**config.mk**
```make
export PLATFORM = sky130hd
export DESIGN_NAME = host_report_regacc
export DESIGN_NICKNAME = d
export VERILOG_FILES = /design/src/rtl/hrac_pkg.sv /design/src/rtl/hrac_debounce.sv /design/src/rtl/hrac_regfile.sv /design/src/rtl/hrac_status.sv /design/src/rtl/host_report_regacc.sv
export SDC_FILE = /design/constraint.sdc
export NUM_CORES = 1
export LEC_CHECK = 0
export ABC_CLOCK_PERIOD_IN_PS = 2400
export BUFFER_PORTS_ARGS = -buffer_cell sky130_fd_sc_hd__buf_2
export CORE_ASPECT_RATIO = 1.25
export CORE_MARGIN = 1.5
export CORE_UTILIZATION = 35
export CTS_BUF_LIST = sky130_fd_sc_hd__clkbuf_4 sky130_fd_sc_hd__clkbuf_8
export DETAILED_ROUTE_END_ITERATION = 6
export SYNTH_ARGS = -nofsm -noshare
export SYNTH_HDL_FRONTEND = slang
export SYNTH_SLANG_ARGS = --single-unit
```
**constraint.sdc**
```tcl
create_clock -name clk -period 2.4 [get_ports clk]
set_input_delay 0.48 -clock clk [delete_from_list [all_inputs] [get_ports clk]]
set_output_delay 0.48 -clock clk [all_outputs]
set_load 0.005 [all_outputs]
```
**src/rtl/hrac_pkg.sv**
```systemverilog
package hrac_pkg;

    localparam logic [7:0] OP_REG_RD = 8'd48;
    localparam logic [7:0] OP_REG_WR = 8'd32;
    localparam logic [7:0] OP_MEM_RD = 8'd80;
    localparam logic [7:0] OP_MEM_WR = 8'd64;

    localparam int FLG_VUP  = 0;
    localparam int FLG_VDN  = 1;
    localparam int FLG_MUTE = 2;
    localparam int FLG_JACK = 3;
    localparam int FLG_REG  = 4;
    localparam int FLG_MEM  = 5;
    localparam int FLG_MCU  = 6;

    typedef enum logic [1:0] {
        SRC_NONE = 2'd0,
        SRC_REG  = 2'd1,
        SRC_MEM  = 2'd2,
        SRC_MCU  = 2'd3
    } src_e;

    typedef enum logic [1:0] {
        ST_IDLE     = 2'd0,
        ST_MEM_WAIT = 2'd1,
        ST_SEND     = 2'd2
    } state_e;

endpackage

```
**src/rtl/hrac_debounce.sv**
```systemverilog
module hrac_debounce #(
    parameter int COUNT     = 16,
    parameter bit RST_LEVEL = 1'b1
) (
    input  logic clk,
    input  logic rst_n,
    input  logic raw,
    output logic level
);
    localparam int CW = $clog2(COUNT + 1);

    logic          sync_a;
    logic          sync_b;
    logic [CW-1:0] run_cnt;

    always_ff @(posedge clk or negedge rst_n) begin
        if (!rst_n) begin
            sync_a  <= RST_LEVEL;
            sync_b  <= RST_LEVEL;
            level   <= RST_LEVEL;
            run_cnt <= '0;
        end else begin
            sync_a <= raw;
            sync_b <= sync_a;
            if (sync_b == level) begin
                run_cnt <= '0;
            end else if (run_cnt == CW'(COUNT - 1)) begin
                level   <= sync_b;
                run_cnt <= '0;
            end else begin
                run_cnt <= run_cnt + 1'b1;
            end
        end
    end

    // level may only move after a full run of differing samples
    assert_db_settle_R11: assert property (@(posedge clk) disable iff (!rst_n)
        !$stable(level) |-> ($past(run_cnt) == CW'(COUNT - 1)));

endmodule

```
**src/rtl/hrac_regfile.sv**
```systemverilog
module hrac_regfile #(
    parameter int DW   = 16,
    parameter int NREG = 4,
    parameter int AW   = $clog2(NREG),
    parameter logic [NREG*DW-1:0] RST_VALS = '0,
    parameter logic [NREG*DW-1:0] WR_MASKS = '1
) (
    input  logic               clk,
    input  logic               rst_n,
    input  logic               wr_en,
    input  logic [AW-1:0]      wr_addr,
    input  logic [DW-1:0]      wr_data,
    input  logic [NREG*DW-1:0] ro_bits,
    input  logic [AW-1:0]      rd_addr,
    output logic [DW-1:0]      rd_data,
    output logic [NREG*DW-1:0] regs_o
);
    for (genvar i = 0; i < NREG; i++) begin : g_reg
        localparam logic [DW-1:0] MASK = WR_MASKS[i*DW +: DW];
        logic [DW-1:0] store;

        always_ff @(posedge clk or negedge rst_n) begin
            if (!rst_n) begin
                store <= RST_VALS[i*DW +: DW] & MASK;
            end else if (wr_en && wr_addr == AW'(i)) begin
                store <= wr_data & MASK;
            end
        end

        assign regs_o[i*DW +: DW] = store | (ro_bits[i*DW +: DW] & ~MASK);

        assert_wr_lands_R2: assert property (@(posedge clk) disable iff (!rst_n)
            (wr_en && wr_addr == AW'(i)) |=>
            ((regs_o[i*DW +: DW] & MASK) == ($past(wr_data) & MASK)));
    end

    assign rd_data = regs_o[rd_addr*DW +: DW];

endmodule

```
**src/rtl/hrac_status.sv**
```systemverilog
module hrac_status
    import hrac_pkg::*;
(
    input  logic       clk,
    input  logic       rst_n,
    input  logic       up_n,
    input  logic       dn_n,
    input  logic       mute_n,
    input  logic       jack_raw,
    input  src_e       src,
    input  logic       clr,
    output logic [7:0] flags
);
    logic jack_a;
    logic jack_b;
    logic mute_q;
    logic mute_sticky;
    logic mute_press;

    assign mute_press = mute_q && !mute_n;

    always_ff @(posedge clk or negedge rst_n) begin
        if (!rst_n) begin
            jack_a      <= 1'b0;
            jack_b      <= 1'b0;
            mute_q      <= 1'b1;
            mute_sticky <= 1'b0;
        end else begin
            jack_a <= jack_raw;
            jack_b <= jack_a;
            mute_q <= mute_n;
            if (mute_press) begin
                mute_sticky <= 1'b1;
            end else if (clr) begin
                mute_sticky <= 1'b0;
            end
        end
    end

    always_comb begin
        flags           = '0;
        flags[FLG_VUP]  = !up_n;
        flags[FLG_VDN]  = !dn_n;
        flags[FLG_MUTE] = mute_sticky;
        flags[FLG_JACK] = jack_b;
        flags[FLG_REG]  = (src == SRC_REG);
        flags[FLG_MEM]  = (src == SRC_MEM);
        flags[FLG_MCU]  = (src == SRC_MCU);
    end

    assert_mute_sticky_R9: assert property (@(posedge clk) disable iff (!rst_n)
        mute_press |=> flags[FLG_MUTE]);

    assert_mute_holds_R9: assert property (@(posedge clk) disable iff (!rst_n)
        (flags[FLG_MUTE] && !clr) |=> flags[FLG_MUTE]);

    assert_one_source_R3: assert property (@(posedge clk) disable iff (!rst_n)
        $onehot0(flags[FLG_MCU:FLG_REG]));

endmodule

```
**src/rtl/host_report_regacc.sv**
```systemverilog
module host_report_regacc
    import hrac_pkg::*;
#(
    parameter int DB_CNT = 16,
    parameter int MEM_AW = 6
) (
    input  logic              clk,
    input  logic              rst_n,
    input  logic              cmd_valid,
    output logic              cmd_ready,
    input  logic [7:0]        cmd_op,
    input  logic [7:0]        cmd_lo,
    input  logic [7:0]        cmd_hi,
    input  logic [7:0]        cmd_addr,
    input  logic              btn_volup_n,
    input  logic              btn_voldn_n,
    input  logic              btn_mute_n,
    input  logic              jack_sense,
    input  logic [1:0]        st_rate,
    input  logic              st_pkg,
    input  logic              st_recok,
    input  logic              mcu_wr,
    input  logic [15:0]       mcu_data,
    output logic              mem_req,
    output logic              mem_we,
    output logic [MEM_AW-1:0] mem_addr,
    output logic [15:0]       mem_wdata,
    input  logic              mem_ack,
    input  logic [15:0]       mem_rdata,
    output logic [15:0]       reg0_o,
    output logic [15:0]       reg1_o,
    output logic [15:0]       reg2_o,
    output logic [15:0]       reg3_o,
    output logic              rpt_valid,
    input  logic              rpt_ready,
    output logic [7:0]        rpt_flags,
    output logic [7:0]        rpt_lo,
    output logic [7:0]        rpt_hi
);
    localparam int DW        = 16;
    localparam int NREG      = 4;
    localparam int RAW       = $clog2(NREG);
    localparam int MEM_WORDS = 1 << MEM_AW;
    localparam int NBTN      = 3;
    localparam logic [NREG*DW-1:0] RST_VALS = {16'h003E, 16'h0004, 16'hB000, 16'h0000};
    localparam logic [NREG*DW-1:0] WR_MASKS = {16'hFE3E, {3{16'hFFFF}}};

    // debounced buttons
    logic [NBTN-1:0] btn_raw_n;
    logic [NBTN-1:0] btn_lvl_n;
    assign btn_raw_n = {btn_mute_n, btn_voldn_n, btn_volup_n};

    for (genvar g = 0; g < NBTN; g++) begin : g_db
        hrac_debounce #(.COUNT(DB_CNT), .RST_LEVEL(1'b1)) u_db (
            .clk   (clk),
            .rst_n (rst_n),
            .raw   (btn_raw_n[g]),
            .level (btn_lvl_n[g])
        );
    end

    // command decode
    state_e            st, st_nx;
    src_e              src_q;
    logic [DW-1:0]     data_q;
    logic              we_q;
    logic [MEM_AW-1:0] maddr_q;
    logic [DW-1:0]     mwdata_q;
    logic              mcu_pend;
    logic [DW-1:0]     mcu_word;

    logic cmd_fire, reg_hit, mem_hit, is_reg_rd, is_reg_wr, is_mem;
    logic [DW-1:0] reg_rd;
    logic [NREG*DW-1:0] regs_flat;
    logic [DW-1:0] ro_word;

    assign cmd_ready = (st == ST_IDLE) && !mcu_pend;
    assign cmd_fire  = cmd_valid && cmd_ready;
    assign reg_hit   = 32'(cmd_addr) < NREG;
    assign mem_hit   = 32'(cmd_addr) < MEM_WORDS;
    assign is_reg_rd = (cmd_op == OP_REG_RD) && reg_hit;
    assign is_reg_wr = (cmd_op == OP_REG_WR) && reg_hit;
    assign is_mem    = ((cmd_op == OP_MEM_RD) || (cmd_op == OP_MEM_WR)) && mem_hit;

    // register bank
    assign ro_word = {7'b0, st_rate, st_pkg, 5'b0, st_recok};

    hrac_regfile #(
        .DW       (DW),
        .NREG     (NREG),
        .AW       (RAW),
        .RST_VALS (RST_VALS),
        .WR_MASKS (WR_MASKS)
    ) u_regs (
        .clk     (clk),
        .rst_n   (rst_n),
        .wr_en   (cmd_fire && is_reg_wr),
        .wr_addr (cmd_addr[RAW-1:0]),
        .wr_data ({cmd_hi, cmd_lo}),
        .ro_bits ({ro_word, {(NREG-1)*DW{1'b0}}}),
        .rd_addr (cmd_addr[RAW-1:0]),
        .rd_data (reg_rd),
        .regs_o  (regs_flat)
    );

    assign reg0_o = regs_flat[0*DW +: DW];
    assign reg1_o = regs_flat[1*DW +: DW];
    assign reg2_o = regs_flat[2*DW +: DW];
    assign reg3_o = regs_flat[3*DW +: DW];

    // state register
    always_ff @(posedge clk or negedge rst_n) begin
        if (!rst_n) st <= ST_IDLE;
        else        st <= st_nx;
    end

    always_comb begin
        st_nx = st;
        unique case (st)
            ST_IDLE: begin
                if (mcu_pend)                    st_nx = ST_SEND;
                else if (cmd_fire && is_reg_rd)  st_nx = ST_SEND;
                else if (cmd_fire && is_mem)     st_nx = ST_MEM_WAIT;
            end
            ST_MEM_WAIT: begin
                if (mem_ack) st_nx = we_q ? ST_IDLE : ST_SEND;
            end
            ST_SEND: begin
                if (rpt_ready) st_nx = ST_IDLE;
            end
            default: st_nx = ST_IDLE;
        endcase
    end

    // output and data registers
    always_ff @(posedge clk or negedge rst_n) begin
        if (!rst_n) begin
            src_q    <= SRC_NONE;
            data_q   <= '0;
            we_q     <= 1'b0;
            maddr_q  <= '0;
            mwdata_q <= '0;
            mcu_pend <= 1'b0;
            mcu_word <= '0;
        end else begin
            if (st == ST_IDLE && mcu_pend) begin
                src_q    <= SRC_MCU;
                data_q   <= mcu_word;
                mcu_pend <= 1'b0;
            end else if (cmd_fire && is_reg_rd) begin
                src_q  <= SRC_REG;
                data_q <= reg_rd;
            end else if (cmd_fire && is_mem) begin
                we_q     <= (cmd_op == OP_MEM_WR);
                maddr_q  <= cmd_addr[MEM_AW-1:0];
                mwdata_q <= {cmd_hi, cmd_lo};
            end
            if (st == ST_MEM_WAIT && mem_ack && !we_q) begin
                src_q  <= SRC_MEM;
                data_q <= mem_rdata;
            end
            if (mcu_wr) begin
                mcu_pend <= 1'b1;
                mcu_word <= mcu_data;
            end
        end
    end

    assign mem_req   = (st == ST_MEM_WAIT);
    assign mem_we    = we_q;
    assign mem_addr  = maddr_q;
    assign mem_wdata = mwdata_q;
    assign rpt_valid = (st == ST_SEND);
    assign rpt_lo    = data_q[7:0];
    assign rpt_hi    = data_q[15:8];

    hrac_status u_status (
        .clk      (clk),
        .rst_n    (rst_n),
        .up_n     (btn_lvl_n[0]),
        .dn_n     (btn_lvl_n[1]),
        .mute_n   (btn_lvl_n[2]),
        .jack_raw (jack_sense),
        .src      (rpt_valid ? src_q : SRC_NONE),
        .clr      (rpt_valid && rpt_ready),
        .flags    (rpt_flags)
    );

    assert_req_held_R5: assert property (@(posedge clk) disable iff (!rst_n)
        (mem_req && !mem_ack) |=> (mem_req && $stable(mem_addr) && $stable(mem_we)));

    assert_busy_holdoff_R6: assert property (@(posedge clk) disable iff (!rst_n)
        mem_req |-> !cmd_ready);

    assert_rpt_stable_R12: assert property (@(posedge clk) disable iff (!rst_n)
        (rpt_valid && !rpt_ready) |=> (rpt_valid && $stable(rpt_lo) && $stable(rpt_hi)));

    assert_write_silent_R2: assert property (@(posedge clk) disable iff (!rst_n)
        (cmd_fire && cmd_op == OP_REG_WR) |=> !rpt_valid);

endmodule

```
[Word level (Yosys, flattened, before mapping)]
Index checks and enable logic that the tools add are counted.
Operators by class
  reduce and logical (&&, ||, !) cells: 33
  add/subtract/negate cells: 3
  muxes and demuxes: 24
  bitwise gates (word level): 6
  order comparisons: 2
  eq/ne operators: 21
  shifts and indexed selects: 1
Operators by type and width (count)
  indexed part select 64 x 7 -> 16 bit: 1
  2-to-1 mux 16 bit: 3
  2-to-1 mux 5 bit: 6
  2-to-1 mux 2 bit: 10
  logical AND 1 bit: 17
  equality test 8 x 6 -> 1 bit (second input constant): 2
  equality test 8 x 7 -> 1 bit (second input constant): 2
  bitwise OR 16 x 9 -> 16 bit: 1
  adder 5 x 1 -> 5 bit (second input constant): 3
  equality test 5 x 4 -> 1 bit (second input constant): 3
  equality test 2 bit (second input constant): 5
  < comparator 8 x 3 -> 1 bit (second input constant): 1
  < comparator 8 x 7 -> 1 bit (second input constant): 1
  equality test 2 x 1 -> 1 bit (second input constant): 3
  one-hot mux 2 bit (3 select lines): 1
  AND reduction 2 bit: 3
  AND reduction 3 bit: 2
  zero test 1 bit: 5
  inverter 1 bit: 5
  zero test 2 bit: 2
  2-to-1 mux 1 bit: 4
  inequality test 2 x 1 -> 1 bit (second input constant): 2
  inequality test 4 x 2 -> 1 bit (second input constant): 1
  nonzero test 2 bit: 2
  3 further kinds: 5
Storage, ports and cells
  input bits: 78
  bits in registers: 148
  word-level logic and storage cells: 118
  output and inout port bits: 114

[Depth between registers and ports, before layout]
  word-level depth: 8
  gate-level depth with buffers: 8
  mapped depth without buffers: 5

[Modules after synthesis]
From an unflattened synthesis, not the netlist that was laid out.
Unflattened totals
  cell total of the unflattened synthesis: 478
  area total of the unflattened synthesis: 6617.6 um2
By module, submodules not included
  host_report_regacc: area each 2816.5 um2, seq. area each 1501.4 um2, times used 1, cells each 241
  hrac_regfile: area each 2683.8 um2, seq. area each 1512.7 um2, times used 1, cells each 152
  hrac_debounce: area each 315.3 um2, seq. area each 203.9 um2, times used 3, cells each 23
  hrac_status: area each 171.4 um2, seq. area each 101.3 um2, times used 1, cells each 16

[Worst setup path before layout]
OpenSTA, ideal clock, no wires.
  kind: input to register
  from: in cmd_addr[4]
  to: reg u_regs.g_reg[0].store[10]
  stages on the path: 5
  setup slack: 0.329 ns
  library setup time: 0.125 ns
  path buffers: 1
  arrival time: 1.946 ns
  required time: 2.275 ns
  cell sequence: nor4_4 nand3b_4 nor4b_4 buf_6 mux2_4
Between the ends
  word-level cells in the longest chain between the ends: 4
RTL lines
  start: declaration: RTL line host_report_regacc.sv:14  | input logic [7:0] cmd_addr,
  < comparator 8 x 3 -> 1 bit: RTL line host_report_regacc.sv:79  | assign reg_hit = 32'(cmd_addr) < NREG;
  logical AND 1 bit: RTL line host_report_regacc.sv:82  | assign is_reg_wr = (cmd_op == OP_REG_WR) && reg_hit;
  logical AND 1 bit: RTL line host_report_regacc.sv:97  | .wr_en (cmd_fire && is_reg_wr),
  logical AND 1 bit: RTL line hrac_regfile.sv:25  | end else if (wr_en && wr_addr == AW'(i)) begin
  end signal: assignment: RTL line hrac_regfile.sv:24  | store <= RST_VALS[i*DW +: DW] & MASK;
  end signal: assignment: RTL line hrac_regfile.sv:26  | store <= wr_data & MASK;
  end: declaration: RTL line hrac_regfile.sv:20  | logic [DW-1:0] store;
Every way passes these cells.
A chain may end at the register's enable or synchronous reset.

[Worst setup path after layout]
  from: reg st[1]
  to: out rpt_flags[6]
Between the ends
  word-level cells in the longest chain between the ends: 3
RTL lines
  start: declaration: RTL line host_report_regacc.sv:63  | state_e st, st_nx;
  start signal: assignment: RTL line host_report_regacc.sv:114  | else st <= st_nx;
  equality test 2 bit: RTL line host_report_regacc.sv:173  | assign rpt_valid = (st == ST_SEND);
  2-to-1 mux 2 bit: RTL line host_report_regacc.sv:184  | .src (rpt_valid ? src_q : SRC_NONE),
  equality test 2 bit: RTL line hrac_status.sv:48  | flags[FLG_MCU] = (src == SRC_MCU);
  end: declaration: RTL line host_report_regacc.sv:36  | output logic [7:0] rpt_flags,
Every way passes these cells.

==> flow_metrics.py <==
metrics = {
    "critical_path": {
        "r2r-start": "st[0]",
        "crit_slowest_cell": "dfrtp_1",
        "rrSetupSlack_ns": 0.32,
        "path_buf_inv": 2,
        "critical_path.max_fanout": 8,
        "reg2regPathDepth": 5,
        "cp.required_ns": 1.92,
        "crit_chain": "buf_4 -> nor2b_1 -> and3_1 -> buf_2",
        "worst-setup-path-type": "flop to output port",
        "r2r-end": "u_regs.g_reg[0].store[2]",
        "max_stage_delay_ns": 0.39,
        "path_depth": 4,
        "cp-startpoint": "st[1]",
        "cp-end-kind": "output port",
        "crit_arrival_ns": 1.66,
        "cp-start-kind": "flop",
        "crit_family": "simple AND/OR/NAND/NOR gates",
    },
    "global_routing": {
        "grt_pass1_wl_um": 26990,
        "antenna_found_initial": 0,
        "grt_max_degree": 64,
        "grt_pass1_vias": 4921,
        "grt_overflow": 0,
        "grt_util_all_layers_pct": 17.91,
    },
    "die": {
        "die_w_um": 126.0,
        "pin_count": 192,
        "die_area_um2": 19760,
        "die_h_um": 156.8,
        "start_util_pct": 35.53,
        "core_um2": 18640,
        "rows": 56,
    },
    "yosys": {
        "synth_ff_type": "dfrtp_1",
        "synth_nets": 557,
        "syn_inst": 476,
        "synth_seq_cells": 148,
        "async_flop_share_pct": 100.0,
        "yosysTopAreaCell": "dfrtp_1",
        "synth_area_leaders": "dfrtp_1 (49%), mux2_2 (13%), dfstp_2 (7.5%)",
        "yosys-top-cells-count": "dfrtp_1 (129), mux2_2 (77), nor2_1 (45)",
        "synth_area_um2": 6621,
        "synth_edf_count": 0,
        "yosysMostFrequentCell": "dfrtp_1",
        "yosysWarningCount": 0,
        "yosysUniqueCellTypes": 42,
        "synth.top_cell.area_share_pct": 48.75,
        "synth.yosys.seq_area_share_pct": 56.29,
        "avgSynthCellArea_um2": 13.91,
    },
    "routing": {
        "first_pass_iters": 6,
        "routed_via_density": 5.077,
        "routed-via-count": 4676,
        "avgRoutedWirePerCell_um": 18.54,
        "antenna_left": 0,
        "drtIter0Drc": 194,
        "wirelength_um": 17080,
        "route.detailed.drc": 7,
    },
    "pwr": {
        "clkPwrFrac_pct": 31.3,
        "swShare_pct": 29.13,
        "leakagePower_nw": 4.263,
        "p_per_area_nw_per_um2": 709.6,
        "irDropWorstVdd_mv": 0.3219,
        "finalPower_w": 0.005920,
        "power_switching_w": 0.001724,
        "power_frac_seq_pct": 48.0,
        "share_comb_of_total_power_pct": 20.7,
        "intPower_w": 0.004195,
    },
    "cells_and_area": {
        "seq_area_um2": 3727,
        "multiInputGateArea_um2": 2696,
        "fin_util_pct": 44.76,
        "area_growth_pct": 25.98,
        "num_antenna_cells": 0,
        "finalNonFillerCells": 921,
        "num-fill-cells": 1718,
        "layout-drive-gt1-share_pct": 54.86,
        "nNetsFinal": 757,
    },
    "timing": {
        "fin_crit_ns": 2.137,
        "grt_setup_unrepaired": "no",
        "worst_pin_slew_ns": 0.5183,
        "finClkSkew_ns": 0.01480,
        "clock.fmax_mhz": 467.9,
        "setup_tns_ns": 0,
        "slew_headroom_pct": 65.01,
        "setup_viol": 0,
        "finalWorstSetupSlack_ns": 0.2629,
        "hold_violations": 0,
        "finalCritPeriodShare_pct": 89.05,
        "drv_slew": 0,
    },
    "placed_design": {
        "portBuffers": 190,
        "dpl.hpwl_um": 12880,
        "dp_slack_ns": 0.1816,
        "place.gp.congestion": 0.8552,
        "dp.cells": 888,
    },
    "cts": {
        "clock_sinks": 148,
        "cts_buffers": 17,
        "cts_tree": "yes",
        "ctsResizeCount": 0,
        "clockBufferDepth": 2,
        "clk_latency_ns": 0.44,
        "htreeDepth": 4,
        "cts_setup_buffers": 0,
        "root_buffer": "clkbuf_8",
        "clk_pin_slew_ns": 0.08,
    },
    "min_path": {
        "holdPathStages": 1,
        "holdPathEnd": "g_db[1].u_db.sync_a",
        "hp-start": "btn_voldn_n",
        "hp-class": "input port to flop",
    },
    "run": {
        "maxCapViolCount": 0,
    },
    "status": {
        "violations": "DRC",
        "outcome": "finished with violations",
    },
}
[worst max-delay path by stage]
stage | endpoint | slack, ns
floorplan | u_regs.g_reg[0].store[10] | 0.33
global placement | u_regs.g_reg[0].store[5] | 0.23
detailed placement | u_regs.g_reg[0].store[2] | 0.18
CTS | rpt_flags[6] | 0.22
global route | rpt_flags[4] | 0.06
finish | rpt_flags[6] | 0.26
[per-layer routing]
| layer | track usage [%] | wire, um | vias to the layer above |
|---|---|---|---|
| li1 | - | - | 2127 |
| met1 | 20.94 | 6905 | 2407 |
| met2 | 32.18 | 9131 | 119 |
| met3 | 4.000 | 702 | 23 |
| met4 | 6.678 | 338 | 0 |
| met5 | 0 | 0 | - |
[per-stage QoR]
| step | hold slack (ns) | instance area (um^2) |
|---|---|---|
| floorplan | 0.1844 | 6621 |
| CTS | 0.1048 | 8342 |
| finish | 0.1342 | 8342 |
| global route | 0.09414 | 8342 |
| detailed placement | 0.3373 | 7949 |
| global placement | 0.3344 | 7949 |
[state kept, by name, summed over array words and instances (netlist names), 2 cells and up]
register / cells
st: 2
g_db.u_db.run_cnt: 15
mem_wdata: 16
src_q: 2
g_db.u_db.sync_b: 3
mcu_word: 16
data_q: 16
mem_addr: 6
g_db.u_db.level: 3
u_regs.g.store: 60
g_db.u_db.sync_a: 3
[power groups by stage]
stage / Sequential [W] / Clock [W] / Combinational [W]
floorplan: 0.00286 / 0 / 0.000645
global placement: 0.00288 / 0 / 0.00119
detailed placement: 0.00289 / 0 / 0.00123
CTS: 0.00284 / 0.00192 / 0.00124
global route: 0.00287 / 0.00202 / 0.00135
finish: 0.00284 / 0.00185 / 0.00123
[cell type report]
class                           instances  area share (%)
Clock inverter                          8          0.9300
Timing Repair Buffer                  213           14.47
Multi-Input combinational cell        286           32.32
Sequential cell                       148           44.68
Inverter                               10          0.4500
Clock buffer                           24           3.660
Tap cell                              232           3.480
[logic make-up after synthesis]
group           synth area share [%]
compound gates                 6.954
xor+xnor                       1.191
fa+ha+maj                     0.5670
buf+inv                        3.345
flops                          56.29
mux                            22.51
other cells                  0.05663
simple gates                   9.089
[worst reg2reg max path: stages (launching register included)]
cell	delay [ns]
dfrtp_1	0.50
nor3_4	0.39
nand3_4	0.21
nor4b_4	0.30
buf_12	0.21
mux2_2	0.36
[layout by cell type, fill, tap and decap left out, types with 13 or more instances in the layout]
master / synthesis / routed
buf_2: 9 / 189
dfrtp_1: 129 / 129
mux2_2: 77 / 77
nor2_1: 45 / 45
a211oi_1: 30 / 30
clkbuf_8: 0 / 20
dfstp_2: 19 / 19
mux4_2: 16 / 16
buf_4: 10 / 16
a22o_1: 15 / 15
nand2_1: 13 / 13
[timing repair]
action	in CTS	in global routing
hold buffers	1	0
setup endpoints to repair	0	0
hold endpoints to repair	20	0
Note: power is estimated with default switching activity, not from simulation.
